$ cat config.mk
export PLATFORM = sky130hd
export DESIGN_NAME = prot_cksum_unit
export DESIGN_NICKNAME = d
export VERILOG_FILES = /design/src/rtl/cksum_pkg.sv /design/src/rtl/cks_word_xform.sv /design/src/rtl/cks_sequencer.sv /design/src/rtl/cks_accum.sv /design/src/rtl/prot_cksum_unit.sv
export SDC_FILE = /design/constraint.sdc
export NUM_CORES = 1
export LEC_CHECK = 0
export BUFFER_PORTS_ARGS = -buffer_cell sky130_fd_sc_hd__buf_2
export CORE_ASPECT_RATIO = 2
export CORE_MARGIN = 3
export CORE_UTILIZATION = 55
export CTS_BUF_LIST = sky130_fd_sc_hd__clkbuf_8 sky130_fd_sc_hd__clkbuf_16
export CTS_CLUSTER_SIZE = 24
export DETAILED_ROUTE_END_ITERATION = 10
export GPL_ROUTABILITY_DRIVEN = 0
export HOLD_SLACK_MARGIN = 0.08
export PLACE_DENSITY = 0.87
export RECOVER_POWER = 25
export SLEW_MARGIN = 20
export SYNTH_ARGS = -nofsm -noshare
export SYNTH_HDL_FRONTEND = slang
export SYNTH_SLANG_ARGS = --single-unit
$ cat constraint.sdc
create_clock -name clk -period 9.75 [get_ports clk]
set_input_delay 0.4875 -clock clk [delete_from_list [all_inputs] [get_ports clk]]
set_output_delay 0.4875 -clock clk [all_outputs]
set_load 0.03 [all_outputs]
$ cat src/rtl/cksum_pkg.sv
package cksum_pkg;

    localparam int unsigned WORD_W = 16;
    localparam int unsigned HALF_W = WORD_W / 2;

    typedef logic [WORD_W-1:0] word_t;

    typedef enum logic [1:0] {
        PH_IDLE = 2'd0,
        PH_RUN  = 2'd1,
        PH_FOLD = 2'd2,
        PH_DONE = 2'd3
    } phase_e;

    typedef struct packed {
        logic clr;
        logic add_word;
        logic add_cfg;
    } acc_ctl_t;

    function automatic word_t cfg_term(input word_t cfg, input word_t mask,
                                       input logic legacy, input word_t lconst);
        return (cfg & mask) + (legacy ? lconst : '0);
    endfunction

endpackage

$ cat src/rtl/cks_word_xform.sv
module cks_word_xform
    import cksum_pkg::*;
#(
    parameter int unsigned W = WORD_W
) (
    input  logic [W-1:0] word_i,
    input  logic         protect_i,
    output logic [W-1:0] word_o
);
    localparam int unsigned H = W / 2;

    logic [H-1:0] folded;

    for (genvar b = 0; b < H; b++) begin : g_lane
        assign folded[b] = ~(word_i[b+H] ^ word_i[b]);
    end

    assign word_o = protect_i ? {folded, folded} : word_i;
endmodule

$ cat src/rtl/cks_sequencer.sv
module cks_sequencer
    import cksum_pkg::*;
(
    input  logic     clk,
    input  logic     rst,
    input  logic     start_i,
    input  logic     valid_i,
    input  logic     last_i,
    output acc_ctl_t ctl_o,
    output phase_e   phase_o,
    output logic     done_o
);
    phase_e phase_q, phase_d;

    always_comb begin
        phase_d        = phase_q;
        ctl_o          = '0;
        if (start_i) begin
            ctl_o.clr = 1'b1;
            phase_d   = PH_RUN;
        end else begin
            unique case (phase_q)
                PH_RUN: begin
                    if (valid_i) begin
                        ctl_o.add_word = 1'b1;
                        if (last_i) phase_d = PH_FOLD;
                    end
                end
                PH_FOLD: begin
                    ctl_o.add_cfg = 1'b1;
                    phase_d       = PH_DONE;
                end
                default: phase_d = phase_q;
            endcase
        end
    end

    always_ff @(posedge clk) begin
        if (rst) phase_q <= PH_IDLE;
        else     phase_q <= phase_d;
    end

    assign phase_o = phase_q;
    assign done_o  = (phase_q == PH_DONE);
endmodule

$ cat src/rtl/cks_accum.sv
module cks_accum
    import cksum_pkg::*;
#(
    parameter int unsigned W = WORD_W
) (
    input  logic         clk,
    input  logic         rst,
    input  acc_ctl_t     ctl_i,
    input  logic [W-1:0] word_i,
    input  logic [W-1:0] cfg_i,
    output logic [W-1:0] sum_o
);
    logic [W-1:0] sum_q;
    logic [W-1:0] operand;

    always_comb begin
        operand = '0;
        if (ctl_i.add_word) operand = word_i;
        if (ctl_i.add_cfg)  operand = cfg_i;
    end

    always_ff @(posedge clk) begin
        if (rst || ctl_i.clr)                   sum_q <= '0;
        else if (ctl_i.add_word || ctl_i.add_cfg) sum_q <= sum_q + operand;
    end

    assign sum_o = sum_q;
endmodule

$ cat src/rtl/prot_cksum_unit.sv
module prot_cksum_unit
    import cksum_pkg::*;
#(
    parameter logic [15:0] LEGACY_CONST = 16'hFFA0
) (
    input  logic        clk,
    input  logic        rst,
    input  logic        start,
    input  logic        in_valid,
    input  logic        in_last,
    input  logic [15:0] in_word,
    input  logic        protect,
    input  logic [15:0] cfg_word,
    input  logic [15:0] cfg_mask,
    input  logic        legacy_en,
    output logic [15:0] checksum,
    output logic        done
);
    acc_ctl_t ctl;
    phase_e   phase;
    word_t    xf_word;
    word_t    cfg_add;

    cks_sequencer u_seq (
        .clk     (clk),
        .rst     (rst),
        .start_i (start),
        .valid_i (in_valid),
        .last_i  (in_last),
        .ctl_o   (ctl),
        .phase_o (phase),
        .done_o  (done)
    );

    cks_word_xform #(.W(WORD_W)) u_xf (
        .word_i    (in_word),
        .protect_i (protect),
        .word_o    (xf_word)
    );

    assign cfg_add = cfg_term(cfg_word, cfg_mask, legacy_en, LEGACY_CONST);

    cks_accum #(.W(WORD_W)) u_acc (
        .clk    (clk),
        .rst    (rst),
        .ctl_i  (ctl),
        .word_i (xf_word),
        .cfg_i  (cfg_add),
        .sum_o  (checksum)
    );
endmodule

==> flow_summary.rst, run 1 <==
.. list-table::
   :header-rows: 1

   * - Metric
     - Value
   * - Pin count of the biggest net entering global routing
     - 19
   * - # clock sinks
     - 18
   * - Remaining number of nets flagged by the antenna check after routing
     - 0
   * - Die area
     - 4845 µm²
   * - Fraction of registers with async set/reset
     - 0%
   * - Clock tree skew after final layout
     - 1.878 ps
   * - Count of filler cells inserted in the layout
     - roughly 340
   * - #FFs+latches synth
     - 18
   * - Clock latency reported for the late side of the worst-skew pair
     - 270 ps
   * - Post_cts resized
     - 0
   * - Sequential Area
     - 360.3 µm²
   * - Hold worst-path end
     - u_seq.phase_o[0]
   * - Initial cell density of the core
     - 57.29%
   * - R2R Setup Slk
     - about 6200 ps
   * - Half-perimeter wire length after detailed placement
     - 5.102 mm
   * - Max FO, Critical Path
     - 17
   * - Final Setup Violations
     - 0
   * - Period utilisation layout
     - 35.90%
   * - Drt initial violations
     - 58
   * - Syn Std Cell Area
     - 2202 µm²
   * - Number of nets in the layout
     - 434
   * - Worst path cell trace
     - nor2_1 -> nand3_1 -> o21ai_0 -> ha_1 -> inv_1 -> fa_1 -> and2b_1 -> o21a_1 -> o21ai_1 -> a31oi_1 -> a31oi_1 -> or4_1 -> nand3_1
   * - Die Span Y
     - 95.49 µm
   * - Slew at the pin with the worst max-slew slack
     - 1088 ps
   * - Status
     - complete, no violations
   * - Dominant cell type by area after synthesis
     - sky130_fd_sc_hd__dfxtp_1
   * - Fraction of the mapped netlist area in compound gates
     - 25.45%
   * - Share of power burned in the clock network
     - 29.1%
   * - Post-layout min period
     - 3501 ps
   * - Synth cell types
     - 47
   * - Largest stage delay on the critical path
     - 450 ps
   * - Power density over the cells
     - 73.77 nW/µm²
   * - Width of the die
     - between 50 and 60 µm
   * - Routed length per placed instance
     - between 15 and 20 µm
   * - Total Routing Usage GR
     - between 20% and 30%
   * - Post-route non-filler standard cell count
     - 401
   * - Xor/xnor cell area share of the yosys netlist
     - 12.33%
   * - Yosys warning count
     - 0
   * - Multi-input logic area
     - 1784 µm²
   * - Main combinational cell family by area after synthesis
     - simple AND/OR/NAND/NOR gates
   * - Sequential power share
     - 38.8%
   * - TritonRoute pass-1 iters
     - 5
   * - Worst voltage drop across the vdd grid
     - between 0.05 and 0.06 mV
   * - Setup TNS
     - 0 ps
   * - Placement Rows
     - 32
   * - Detailed Route WL
     - 6.186 mm
   * - Max Buffers Root-to-Sink
     - 2
   * - Vias in the first global route
     - ~2300
   * - Power share of the combinational group
     - 32.1%
   * - Clock slew at the register clock pins of the worst setup and hold paths
     - 70 ps
   * - Final Max Slew Viols
     - 0
   * - Hold buffer count at cts
     - 0
   * - Number of hold-slack violations in the final timing report
     - 0
   * - Kind of capture point of the worst setup path
     - register
   * - Multiplexer share of the synthesized area
     - between 1 and 1.5%
   * - Startpoint of the most critical register-to-register path
     - u_seq.phase_o[1]
   * - Drt via density
     - 5.963
   * - Yosys top cell area share
     - about 16%
   * - Vias post-DR
     - ~2400
   * - Max Freq
     - approximately 0.29 GHz
   * - Switching share of power
     - 32.31%
   * - Syn_nets
     - 365
   * - Startpoint-to-endpoint class of the critical path
     - reg -> reg
   * - Max Cap Violations
     - 0
   * - Share of synthesized area occupied by flip-flops and latches
     - between 10% and 20%
   * - Worst path arrival time
     - 3710 ps
   * - Crit Reg-Reg Endpoint
     - u_acc.sum_o[10]
   * - Largest delay share family, worst path
     - simple AND/OR/NAND/NOR gates
   * - Drt drc
     - 0
   * - Ports placed on the boundary
     - 72
   * - Count of cells along the worst hold path
     - 2
   * - Global-route wire length before repair
     - between 9 and 10 mm
   * - Core ar.
     - slightly below 4000 µm²
   * - Total leakage power
     - 0.001184 µW
   * - Clock tree from TritonCTS
     - done
   * - Level count of the clock H-tree
     - 1
   * - Largest cells by area after synthesis
     - sky130_fd_sc_hd__dfxtp_1 (16%), sky130_fd_sc_hd__ha_1 (15%), sky130_fd_sc_hd__xnor2_1 (11%)
   * - Total cell area at the placement stage
     - 2597 µm²
   * - CP Data Required Time
     - 9960 ps
   * - Setup crit start kind
     - register
   * - Number of antenna violations at the first check in global routing
     - 0
   * - Post-Layout Inst Area
     - 2631 µm²
   * - Number of antenna cells inserted
     - 0
   * - Most instantiated flip-flop cell in the synthesis netlist
     - sky130_fd_sc_hd__dfxtp_1
   * - Number of instances in the placed design
     - 398
   * - Critical-path top delay cell
     - sky130_fd_sc_hd__nand3_1
   * - Mean instance size in the synthesized netlist
     - 7.781 µm²
   * - Adder-cell share of the synthesized area
     - 15.68%
   * - Number of setup buffers added after CTS
     - 0
   * - Global-route congestion overflow total
     - 0
   * - Switching power
     - 62.71 µW
   * - Synthesized instance count
     - 283
   * - Internal Pwr Total
     - around 130 µW
   * - Hold path startpoint
     - rst
   * - Length in cells of the worst reg-to-reg path
     - 13
   * - Number of buffer and inverter stages on the critical path
     - 1
   * - Number of enable-type register cells in the synthesized netlist
     - 0
   * - IO buf count
     - 71
   * - Headroom to the max-slew limit
     - 27.46%
   * - Area growth from synthesis to final layout
     - 19.49%
   * - Simple-Gate Fraction of Synth Area
     - 26.19%
   * - RSZ-0062 raised after global routing
     - no
   * - Cell chosen for the clock root
     - sky130_fd_sc_hd__clkbuf_8
   * - Number of buffers created by CTS
     - 3
   * - Ratio of cells with drive above 1 in the final layout
     - 22.00%
   * - Classification of the worst-slack hold path
     - in -> reg
registers in the layout (all words and copies together), names as in the netlist:
register and cells:
u_acc.sum_o 16, u_seq.phase_o 2
per-layer routing:
| layer | wire [µm] | part of all wire, % | GRT usage, % |
|---|---|---|---|
| met1 | 2079 | 34 | 25.24 |
| met2 | 3413 | 55 | 49.67 |
| met3 | 329 | 5.3 | 2.191 |
| met4 | 364 | 5.9 | 18.20 |
| met5 | 0 | 0 | 0 |
layout make-up:
| cell class | instances | share of cell area, % |
|---|---|---|
| clock buffer | 3 | 1.569 |
| timing repair buffer | 72 | 13.50 |
| tap | 51 | 2.425 |
| sequential | 18 | 13.69 |
| multi-input combinational | 250 | 67.81 |
| inverter | 7 | 0.9986 |
cells in the mapped netlist (3+ instances only):
| library cell | n |
|---|---|
| sky130_fd_sc_hd__clkbuf_1 | 7 |
| sky130_fd_sc_hd__o21a_1 | 7 |
| sky130_fd_sc_hd__nand3_1 | 14 |
| sky130_fd_sc_hd__nor2b_1 | 18 |
| sky130_fd_sc_hd__dfxtp_1 | 18 |
| sky130_fd_sc_hd__and2_1 | 13 |
| sky130_fd_sc_hd__a21oi_1 | 22 |
| sky130_fd_sc_hd__or3_1 | 4 |
| sky130_fd_sc_hd__nand4_1 | 3 |
| sky130_fd_sc_hd__xnor2_1 | 27 |
| sky130_fd_sc_hd__ha_1 | 26 |
| sky130_fd_sc_hd__o22ai_1 | 8 |
| sky130_fd_sc_hd__inv_1 | 7 |
| sky130_fd_sc_hd__nor2_1 | 13 |
| sky130_fd_sc_hd__xor2_1 | 4 |
| sky130_fd_sc_hd__o21ai_1 | 4 |
| sky130_fd_sc_hd__a211oi_1 | 3 |
| sky130_fd_sc_hd__o21ai_0 | 12 |
| sky130_fd_sc_hd__a31oi_1 | 7 |
| sky130_fd_sc_hd__nor3_1 | 3 |
| sky130_fd_sc_hd__nand2_1 | 23 |
| sky130_fd_sc_hd__mux2i_1 | 3 |
| sky130_fd_sc_hd__a21o_1 | 7 |
logic make-up (layout without fill, tap and decap cells):
group	after synthesis	in the layout
fa+ha+maj	27	27
buf+inv	15	82
mux	3	3
compound gates	84	84
simple gates	105	105
xor+xnor	31	31
flops	18	18
worst reg2reg max path, stage by stage (launching register included):
cell                      delay (ps)
sky130_fd_sc_hd__dfxtp_1         340
sky130_fd_sc_hd__nor2_1          190
sky130_fd_sc_hd__nand3_1         450
sky130_fd_sc_hd__o21ai_0         330
sky130_fd_sc_hd__ha_1            210
sky130_fd_sc_hd__inv_1            60
sky130_fd_sc_hd__fa_1            380
sky130_fd_sc_hd__and2b_1         230
sky130_fd_sc_hd__o21a_1          130
sky130_fd_sc_hd__o21ai_1         110
sky130_fd_sc_hd__a31oi_1         310
sky130_fd_sc_hd__a31oi_1         190
sky130_fd_sc_hd__or4_1           430
sky130_fd_sc_hd__nand3_1          80
placed cells by master, fill, tap and decap left out, types with 6 or more instances in the layout:
master                     count
sky130_fd_sc_hd__nand2_1      23
sky130_fd_sc_hd__nor2b_1      18
sky130_fd_sc_hd__xnor2_1      27
sky130_fd_sc_hd__ha_1         26
sky130_fd_sc_hd__clkbuf_1      6
sky130_fd_sc_hd__nand3_1      14
sky130_fd_sc_hd__and2_1       13
sky130_fd_sc_hd__dfxtp_1      18
sky130_fd_sc_hd__o21ai_0      12
sky130_fd_sc_hd__a21o_1        7
sky130_fd_sc_hd__a31oi_1       7
sky130_fd_sc_hd__o21a_1        7
sky130_fd_sc_hd__inv_1         7
sky130_fd_sc_hd__buf_2        65
sky130_fd_sc_hd__a21oi_1      22
sky130_fd_sc_hd__o22ai_1       8
sky130_fd_sc_hd__nor2_1       13
power groups by stage:
stage          registers [µW]  clock network, µW  logic, µW
6_report                 75.3               56.5       62.4
5_1_grt                  75.4               57.4       68.7
4_1_cts                  75.2               54.8       62.0
3_5_place_dp             76.9                  0       61.9
3_3_place_gp             76.9                  0       60.2
2_1_floorplan            77.1                  0       39.6
through the flow:
stage	total power [µW]	worst slack (ps)	util [%]	hold slack (ps)
5_1_grt	201.5	6014	68.46	414.9
4_1_cts	192.1	6297	68.65	407.6
2_1_floorplan	116.7	6491	-	476.3
3_5_place_dp	138.8	6028	67.58	465.1
6_report	194.1	6249	68.46	396.4
3_3_place_gp	137.1	6130	67.58	457.0
how the worst max path moves through the flow:
stage	from	end	slack, ps	cells past startpoint
2_1_floorplan	cfg_word[7]	u_acc.sum_o[15]	6490	15
3_3_place_gp	cfg_word[7]	u_acc.sum_o[15]	6130	16
3_5_place_dp	start	u_acc.sum_o[14]	6030	14
4_1_cts	u_seq.phase_o[1]	u_acc.sum_o[14]	6300	13
5_1_grt	u_seq.phase_o[1]	u_acc.sum_o[10]	6010	13
6_report	u_seq.phase_o[1]	u_acc.sum_o[10]	6250	13
No activity file was read; power rests on OpenSTA's default activity.
==> inputs of run 2 (changes only) <==
--- a/config.mk
+++ b/config.mk
@@ -8,13 +8,13 @@
 export BUFFER_PORTS_ARGS = -buffer_cell sky130_fd_sc_hd__buf_2
 export CORE_ASPECT_RATIO = 2
 export CORE_MARGIN = 3
-export CORE_UTILIZATION = 55
+export CORE_UTILIZATION = 52
 export CTS_BUF_LIST = sky130_fd_sc_hd__clkbuf_8 sky130_fd_sc_hd__clkbuf_16
 export CTS_CLUSTER_SIZE = 24
 export DETAILED_ROUTE_END_ITERATION = 10
 export GPL_ROUTABILITY_DRIVEN = 0
 export HOLD_SLACK_MARGIN = 0.08
-export PLACE_DENSITY = 0.87
+export PLACE_DENSITY = 0.83
 export RECOVER_POWER = 25
 export SLEW_MARGIN = 20
 export SYNTH_ARGS = -nofsm -noshare
==> constraint.sdc (replaced) <==
create_clock -name clk -period 3.34 [get_ports clk]
set_input_delay 0.167 -clock clk [delete_from_list [all_inputs] [get_ports clk]]
set_output_delay 0.167 -clock clk [all_outputs]
set_load 0.03 [all_outputs]
==> run 2 against run 1 <==
Core utilization decreased by 1.3 points. Hold slack worse by 250 ps. Die area is 5.2% higher. Combinational power grew to 2.9 times the previous value. Critical path type unchanged. Highest routed layer unchanged.
==> flow_summary.rst, run 2 (synthesis gave the netlist of run 1 again) <==
.. list-table::
   :header-rows: 1

   * - Metric
     - Value
   * - Status
     - complete, no violations
   * - Length in cells of the worst reg-to-reg path
     - 13
   * - Largest stage delay on the critical path
     - 400 ps
   * - Setup crit start kind
     - register
   * - Drt drc
     - 0
   * - Number of antenna cells inserted
     - 0
   * - Level count of the clock H-tree
     - 1
   * - Die area
     - between 5000 and 6000 µm²
   * - Ratio of cells with drive above 1 in the final layout
     - 22.66%
   * - Leading cell type in the layout, fill and taps excluded
     - sky130_fd_sc_hd__buf_2
   * - Share of power burned in the clock network
     - 28.6%
   * - Vias post-DR
     - 2370
   * - Die Span Y
     - 98.03 µm
   * - Max Freq
     - 0.3204 GHz
   * - Detailed Route WL
     - 5.848 mm
   * - Total Routing Usage GR
     - 23.65%
   * - Top library cells by usage in the layout, fill and taps aside
     - sky130_fd_sc_hd__buf_2 (65), sky130_fd_sc_hd__xnor2_1 (27), sky130_fd_sc_hd__ha_1 (26), sky130_fd_sc_hd__nand2_1 (23), sky130_fd_sc_hd__a21oi_1 (22)
   * - TritonRoute pass-1 iters
     - 4
   * - Placement Rows
     - 32
   * - Flip-flop count of the largest register after layout
     - 16
   * - First element of the critical path
     - u_seq.phase_o[1]
   * - Core ar.
     - 3964 µm²
   * - Min setup slack post-route
     - 219.0 ps
   * - Most frequent CP cell
     - sky130_fd_sc_hd__o21ai_1
   * - IO buf count
     - just over 70
   * - Slew at the pin with the worst max-slew slack
     - 999.3 ps
   * - Clock slew at the register clock pins of the worst setup and hold paths
     - 70 ps
   * - Clock tree skew after final layout
     - 3.038 ps
   * - Cell chosen for the clock root
     - sky130_fd_sc_hd__clkbuf_8
   * - Worst setup slack after placement
     - 44.60 ps
   * - Post-Layout Inst Area
     - 2660 µm²
   * - Vias in the first global route
     - between 2000 and 2500
   * - Startpoint-to-endpoint class of the critical path
     - reg -> reg
   * - Worst path cell trace
     - nor3b_4 -> nand3_1 -> o21ai_1 -> ha_1 -> inv_1 -> fa_1 -> and2b_1 -> o21a_1 -> o21ai_1 -> a311o_1 -> a21o_1 -> and3b_1 -> o41ai_2
   * - Max Buffers Root-to-Sink
     - 2
   * - Crit Reg-Reg Endpoint
     - u_acc.sum_o[14]
   * - Global-route congestion overflow total
     - 0
   * - Max FO, Critical Path
     - 5
   * - Clock tree from TritonCTS
     - done
   * - Final Setup Violations
     - 0
   * - Power density over the cells
     - 211.3 nW/µm²
   * - Number of buffers created by CTS
     - 3
   * - Remaining number of nets flagged by the antenna check after routing
     - 0
   * - Sequential power share
     - about two fifths
   * - Switching power
     - 177.9 µW
   * - Number of instances in the placed design
     - 401
   * - Multi-input logic area
     - 1790 µm²
   * - Routed length per placed instance
     - 14.48 µm
   * - Count of filler cells inserted in the layout
     - approximately 350
   * - Headroom to the max-slew limit
     - 33.38%
   * - Last element of the critical path
     - u_acc.sum_o[14]
   * - Area growth from synthesis to final layout
     - 20.80%
   * - Number of antenna violations at the first check in global routing
     - 0
   * - Critical-path top delay cell
     - sky130_fd_sc_hd__dfxtp_1
   * - Sequential Area
     - 360.3 µm²
   * - # clock sinks
     - 18
   * - Total cell area at the placement stage
     - between 2000 and 3000 µm²
   * - Pin count of the biggest net entering global routing
     - 19
   * - Width of the die
     - 52.02 µm
   * - Power share of the combinational group
     - 32.3%
   * - Post-route non-filler standard cell count
     - 404
   * - Post-layout min period
     - 3121 ps
   * - Clock latency reported for the late side of the worst-skew pair
     - 260 ps
   * - Kind of capture point of the worst setup path
     - register
   * - Final Max Slew Viols
     - 0
   * - Initial cell density of the core
     - 55.56%
   * - Worst voltage drop across the vdd grid
     - about 0.16 mV
   * - Number of nets in the layout
     - 437
   * - Drt initial violations
     - 47
   * - CP Data Required Time
     - roughly 3500 ps
   * - Total leakage power
     - 0.001202 µW
   * - Ports placed on the boundary
     - 72
   * - R2R Setup Slk
     - 220 ps
   * - Worst path arrival time
     - ~3300 ps
   * - Half-perimeter wire length after detailed placement
     - 5.010 mm
   * - Max Cap Violations
     - 0
   * - Switching share of power
     - 31.64%
   * - Internal Pwr Total
     - 384.3 µW
   * - Global-route wire length before repair
     - 9.535 mm
   * - Startpoint of the most critical register-to-register path
     - u_seq.phase_o[1]
   * - Drt via density
     - 5.866
   * - Classification of the worst-slack hold path
     - in -> reg
   * - Number of hold-slack violations in the final timing report
     - 0
   * - Period utilisation layout
     - 93.44%
[run 2: cell types whose count changed in the layout (fill, tap and decap cells not counted), sizes merged]
cell / delta
buf: +3
[run 2: critical path, delay by kind of cell (launching register included)]
family	cells	cell delay, ps
buffers and inverters	1	60
AND/OR/NAND/NOR	4	800
adder cells (fa/ha/maj)	2	570
AO/OA/AOI/OAI	6	1190
flip-flops	1	400
[run 2: metal layers]
metal  global-route usage, %  wire length (µm)  vias to the layer above
li1                        -                 -                     1173
met1                   23.57              2053                     1091
met2                   45.68              3236                       83
met3                   2.137               295                       23
met4                   10.71               262                        0
met5                       0                 0                        -
[run 2: power groups by stage]
stage	Clock, µW	Sequential, µW	Combinational (µW)
floorplan	0	225	116
global placement	0	224	178
detailed placement	0	224	181
CTS	159	219	181
global route	164	220	201
finish	161	220	182
[run 2: worst min path at each step]
stage | startpoint | end | slack, ps | cells after the start
after floorplan | rst | u_seq.phase_o[0] | 240 | 1
after global placement | rst | u_seq.phase_o[0] | 410 | 2
after detailed placement | rst | u_seq.phase_o[0] | 410 | 2
after CTS | rst | u_seq.phase_o[0] | 140 | 2
after global routing | rst | u_seq.phase_o[0] | 160 | 2
final | rst | u_seq.phase_o[0] | 140 | 2
[run 2: cell type report]
cell class | count | area share, %
well taps | 51 | 2.399
multi-input cells | 250 | 67.31
clock buffers | 3 | 1.552
inverters | 7 | 0.9878
repair buffers | 75 | 14.21
flip-flops and latches | 18 | 13.55
[run 2: repair_timing]
action	CTS	global route
hold buffers	0	0
gates resized for setup	0	3
endpoints found under the setup margin	0	1
buffers inserted	0	0
[run 2: per-stage QoR]
step | utilization, % | TNS [ps] | power (µW) | hold WS (ps)
after CTS | 67.14 | 0 | 559.6 | 140.3
final | 67.11 | 0 | 562.2 | 143.2
after floorplan | - | 0 | 340.8 | 236.1
after global placement | 66.10 | 0 | 402.1 | 411.5
after global routing | 67.11 | -13.55 | 585.2 | 162.2
after detailed placement | 66.10 | 0 | 405.1 | 411.3
==> inputs of run 3 (changes only) <==
--- a/config.mk
+++ b/config.mk
@@ -5,10 +5,10 @@
 export SDC_FILE = /design/constraint.sdc
 export NUM_CORES = 1
 export LEC_CHECK = 0
+export ABC_AREA = 1
 export BUFFER_PORTS_ARGS = -buffer_cell sky130_fd_sc_hd__buf_2
 export CORE_ASPECT_RATIO = 2
-export CORE_MARGIN = 3
-export CORE_UTILIZATION = 52
+export CORE_UTILIZATION = 53
 export CTS_BUF_LIST = sky130_fd_sc_hd__clkbuf_8 sky130_fd_sc_hd__clkbuf_16
 export CTS_CLUSTER_SIZE = 24
 export DETAILED_ROUTE_END_ITERATION = 10
==> run 3 against run 2 <==
Area after synthesis grew 9.6%. Power up 2.7%. Synthesized cell count increased by 29%. Clock-buffer cell count unchanged. Critical path type unchanged. Global-route usage is 5.6 points higher. Cell count grew 21%. Core utilization shrank 1.6 points. Die area fell by 5.0%. Sequential share of layout area is 0.86 points lower. Via count rose by 15%. Non-clock buffer count shrank 1. First-iteration DRC count is 96% higher.
==> flow_summary.rst, run 3 <==
.. list-table::
   :header-rows: 1

   * - Metric
     - Value
   * - Met3 Track Usage GR
     - 3.756%
   * - Flip-flop count of the largest register after layout
     - 16
   * - Pin count of the biggest net entering global routing
     - 28
   * - Number of antenna violations at the first check in global routing
     - 0
   * - Most instantiated flip-flop cell in the synthesis netlist
     - sky130_fd_sc_hd__dfxtp_1
   * - Initial cell density of the core
     - 55.62%
   * - Cell chosen for the clock root
     - sky130_fd_sc_hd__clkbuf_8
   * - Startpoint-to-endpoint class of the critical path
     - reg -> reg
   * - Worst voltage drop across the vdd grid
     - 0.2399 mV
   * - Met1 Usage GRT
     - 29.49%
   * - Final Max Slew Viols
     - 0
   * - Cell types with the highest counts after synthesis
     - sky130_fd_sc_hd__nand2_1 (65), sky130_fd_sc_hd__inv_1 (50), sky130_fd_sc_hd__o21ai_0 (47)
   * - Placement Rows
     - 34
   * - Global routing's busiest layer
     - met2
   * - Ratio of cells with drive above 1 in the final layout
     - 23.45%
   * - Syn Std Cell Area
     - 2414 µm²
   * - Mean instance size in the synthesized netlist
     - about 6.6 µm²
   * - Status
     - complete, no violations
   * - Vias in the first global route
     - 2605
   * - Largest cells by area after synthesis
     - sky130_fd_sc_hd__dfxtp_1 (15%), sky130_fd_sc_hd__ha_1 (13%), sky130_fd_sc_hd__nand2_1 (10%)
   * - Count of filler cells inserted in the layout
     - 413
   * - TritonRoute pass-1 iters
     - 4
   * - Post-route non-filler standard cell count
     - 489
   * - Total power of the final layout
     - 577.2 µW
   * - Post-Layout Inst Area
     - 2841 µm²
   * - Leading cell type in the layout, fill and taps excluded
     - sky130_fd_sc_hd__nand2_1
   * - Post-layout min period
     - roughly 2900 ps
   * - IO buf count
     - between 70 and 80
   * - Utilization of the core after routing
     - between 60% and 70%
   * - Clock slew at the register clock pins of the worst setup and hold paths
     - 70 ps
   * - Largest stage delay on the critical path
     - 390 ps
   * - Slew at the pin with the worst max-slew slack
     - 490.1 ps
   * - Total cell area at the placement stage
     - about 2800 µm²
   * - Half-perimeter wire length after detailed placement
     - around 5.3 mm
   * - Setup TNS
     - 0 ps
   * - Number of antenna cells inserted
     - 0
   * - Fraction of registers with async set/reset
     - 0%
   * - Dominant cell type by area after synthesis
     - sky130_fd_sc_hd__dfxtp_1
   * - Most frequent CP cell
     - sky130_fd_sc_hd__inv_2
   * - RSZ-0062 raised after global routing
     - no
   * - Kind of capture point of the worst setup path
     - register
   * - Drt initial violations
     - approximately 90
   * - Number of nets in the layout
     - 519
   * - Global-route congestion overflow total
     - 0
   * - Headroom to the max-slew limit
     - 66.98%
   * - Syn_nets
     - around 450
   * - Number of enable-type register cells in the synthesized netlist
     - 0
   * - Ports placed on the boundary
     - just over 70
   * - Global-route met2 utilization
     - between 50% and 60%
   * - Area growth from synthesis to final layout
     - 17.73%
   * - Core ar.
     - about 4300 µm²
   * - Setup crit start kind
     - register
   * - Routed length per placed instance
     - between 10 and 15 µm
   * - Cell with the most instances after synthesis
     - sky130_fd_sc_hd__nand2_1
   * - Worst path cell trace
     - nand2_1 -> nor3_4 -> inv_2 -> o21ai_0 -> ha_1 -> inv_1 -> fa_1 -> nand3b_1 -> nand2_2 -> a21boi_4 -> o21ai_2 -> inv_2 -> or2_1 -> nand3_2 -> o211ai_2 -> inv_2
   * - Critical-path top delay cell
     - sky130_fd_sc_hd__dfxtp_1
   * - Remaining number of nets flagged by the antenna check after routing
     - 0
   * - Worst path arrival time
     - 3110 ps
   * - #FFs+latches synth
     - 18
   * - Yosys top cell area share
     - between 10% and 20%
   * - Yosys warning count
     - 0
   * - Die area
     - 4844 µm²
   * - Synth cell types
     - 43
   * - Drt via density
     - 5.560
   * - Clock latency reported for the late side of the worst-skew pair
     - 260 ps
   * - Clock tree skew after final layout
     - 6.347 ps
   * - Detailed Route WL
     - ~6.5 mm
   * - Vias post-DR
     - 2719
   * - Power density over the cells
     - 203.1 nW/µm²
   * - Top library cells by usage in the layout, fill and taps aside
     - sky130_fd_sc_hd__nand2_1 (65), sky130_fd_sc_hd__buf_2 (63), sky130_fd_sc_hd__inv_1 (50), sky130_fd_sc_hd__o21ai_0 (47), sky130_fd_sc_hd__ha_1 (26)
   * - Global-route wire length before repair
     - 11.13 mm
   * - # clock sinks
     - 18
   * - Max FO, Critical Path
     - 12
   * - Synthesized instance count
     - about 370
   * - Drt drc
     - 0
   * - Share of synthesized area occupied by flip-flops and latches
     - 14.93%
   * - Post_cts resized
     - 0
   * - CP Data Required Time
     - 3550 ps
   * - Classification of the worst-slack hold path
     - in -> reg
   * - Width of the die
     - 49.72 µm
   * - Period utilisation layout
     - 86.72%
   * - Level count of the clock H-tree
     - 1
   * - Die Span Y
     - 97.44 µm
   * - Clock tree from TritonCTS
     - done
   * - Number of instances in the placed design
     - 485
   * - Number of hold-slack violations in the final timing report
     - 0
   * - Max Cap Violations
     - 0
   * - Max Freq
     - 0.3453 GHz
   * - Max Buffers Root-to-Sink
     - 2
   * - Total Routing Usage GR
     - between 20 and 30%
   * - Total leakage power
     - 0.001623 µW
   * - Number of buffers created by CTS
     - 3
   * - Final Setup Violations
     - 0
## run 3: changes by cell type after synthesis, moves of 5 or more
cell	delta
sky130_fd_sc_hd__inv_1	+43
sky130_fd_sc_hd__nor2b_1	-18
sky130_fd_sc_hd__nor2_1	+5
sky130_fd_sc_hd__and2_1	-12
sky130_fd_sc_hd__o21a_1	-6
sky130_fd_sc_hd__nand2_1	+42
sky130_fd_sc_hd__o21bai_1	+11
sky130_fd_sc_hd__inv_2	+10
sky130_fd_sc_hd__xnor2_1	-22
sky130_fd_sc_hd__clkbuf_1	-5
sky130_fd_sc_hd__o22ai_1	-7
sky130_fd_sc_hd__o21ai_0	+35
## run 3: where the power goes
group	internal (µW)	switching, µW	leakage (µW)
Sequential	220	5.22	0.000146
Combinational	78.4	113	0.00146
Clock	80.5	80.1	0.0000216
## run 3: metal layers
metal,vias up,routed length (µm)
li1,1375,-
met1,1221,2377
met2,97,3494
met3,26,330
met4,0,281
met5,-,0
## run 3: kinds of logic (layout without fill, tap and decap cells)
group	after synthesis	after routing	share of synthesized area [%]
flip-flops	18	18	14.93
AO/OA/AOI/OAI	120	120	31.73
adder cells (fa/ha/maj)	27	27	14.31
buffers and inverters	67	137	11.46
XOR/XNOR	11	11	3.992
AND/OR/NAND/NOR	122	122	23.59
## run 3: through the flow
stage / setup WS, ps / hold slack, ps
6_report: 443.6 / 189.7
5_1_grt: 180.0 / 204.3
4_1_cts: 453.6 / 180.9
3_5_place_dp: 411.8 / 346.3
3_3_place_gp: 501.9 / 347.1
2_1_floorplan: 746.2 / 236.4
## run 3: final timing paths
path                     from  slack (ps)          endpoint  depth (start not counted)
max          u_seq.phase_o[0]         440    u_acc.sum_o[8]                         16
min                   in_last         190  u_seq.phase_o[0]                          4
max reg2reg  u_seq.phase_o[0]         440    u_acc.sum_o[8]                         16
min reg2reg  u_seq.phase_o[0]         530  u_seq.phase_o[0]                          2
## run 3: timing repair
item | in CTS | in global routing
buffers inserted | 0 | 0
endpoints found under the hold margin | 1 | 0
hold buffers | 1 | 0
## run 3: layout make-up
class                      count  area [µm²]  share of cell area, %
sequential                    18       360.3                  12.68
multi-input combinational    280        1777                  62.53
clock buffer                   3       41.29                  1.453
timing repair buffer          74       370.4                  13.03
tap                           54       67.56                  2.378
inverter                      60       225.2                  7.926
## run 3: critical path, delay by kind of cell, from the launching register on
kind | cells | cell delay (ps)
compound gates | 4 | 560
fa+ha+maj | 2 | 600
buf+inv | 4 | 320
flops | 1 | 390
simple gates | 6 | 970
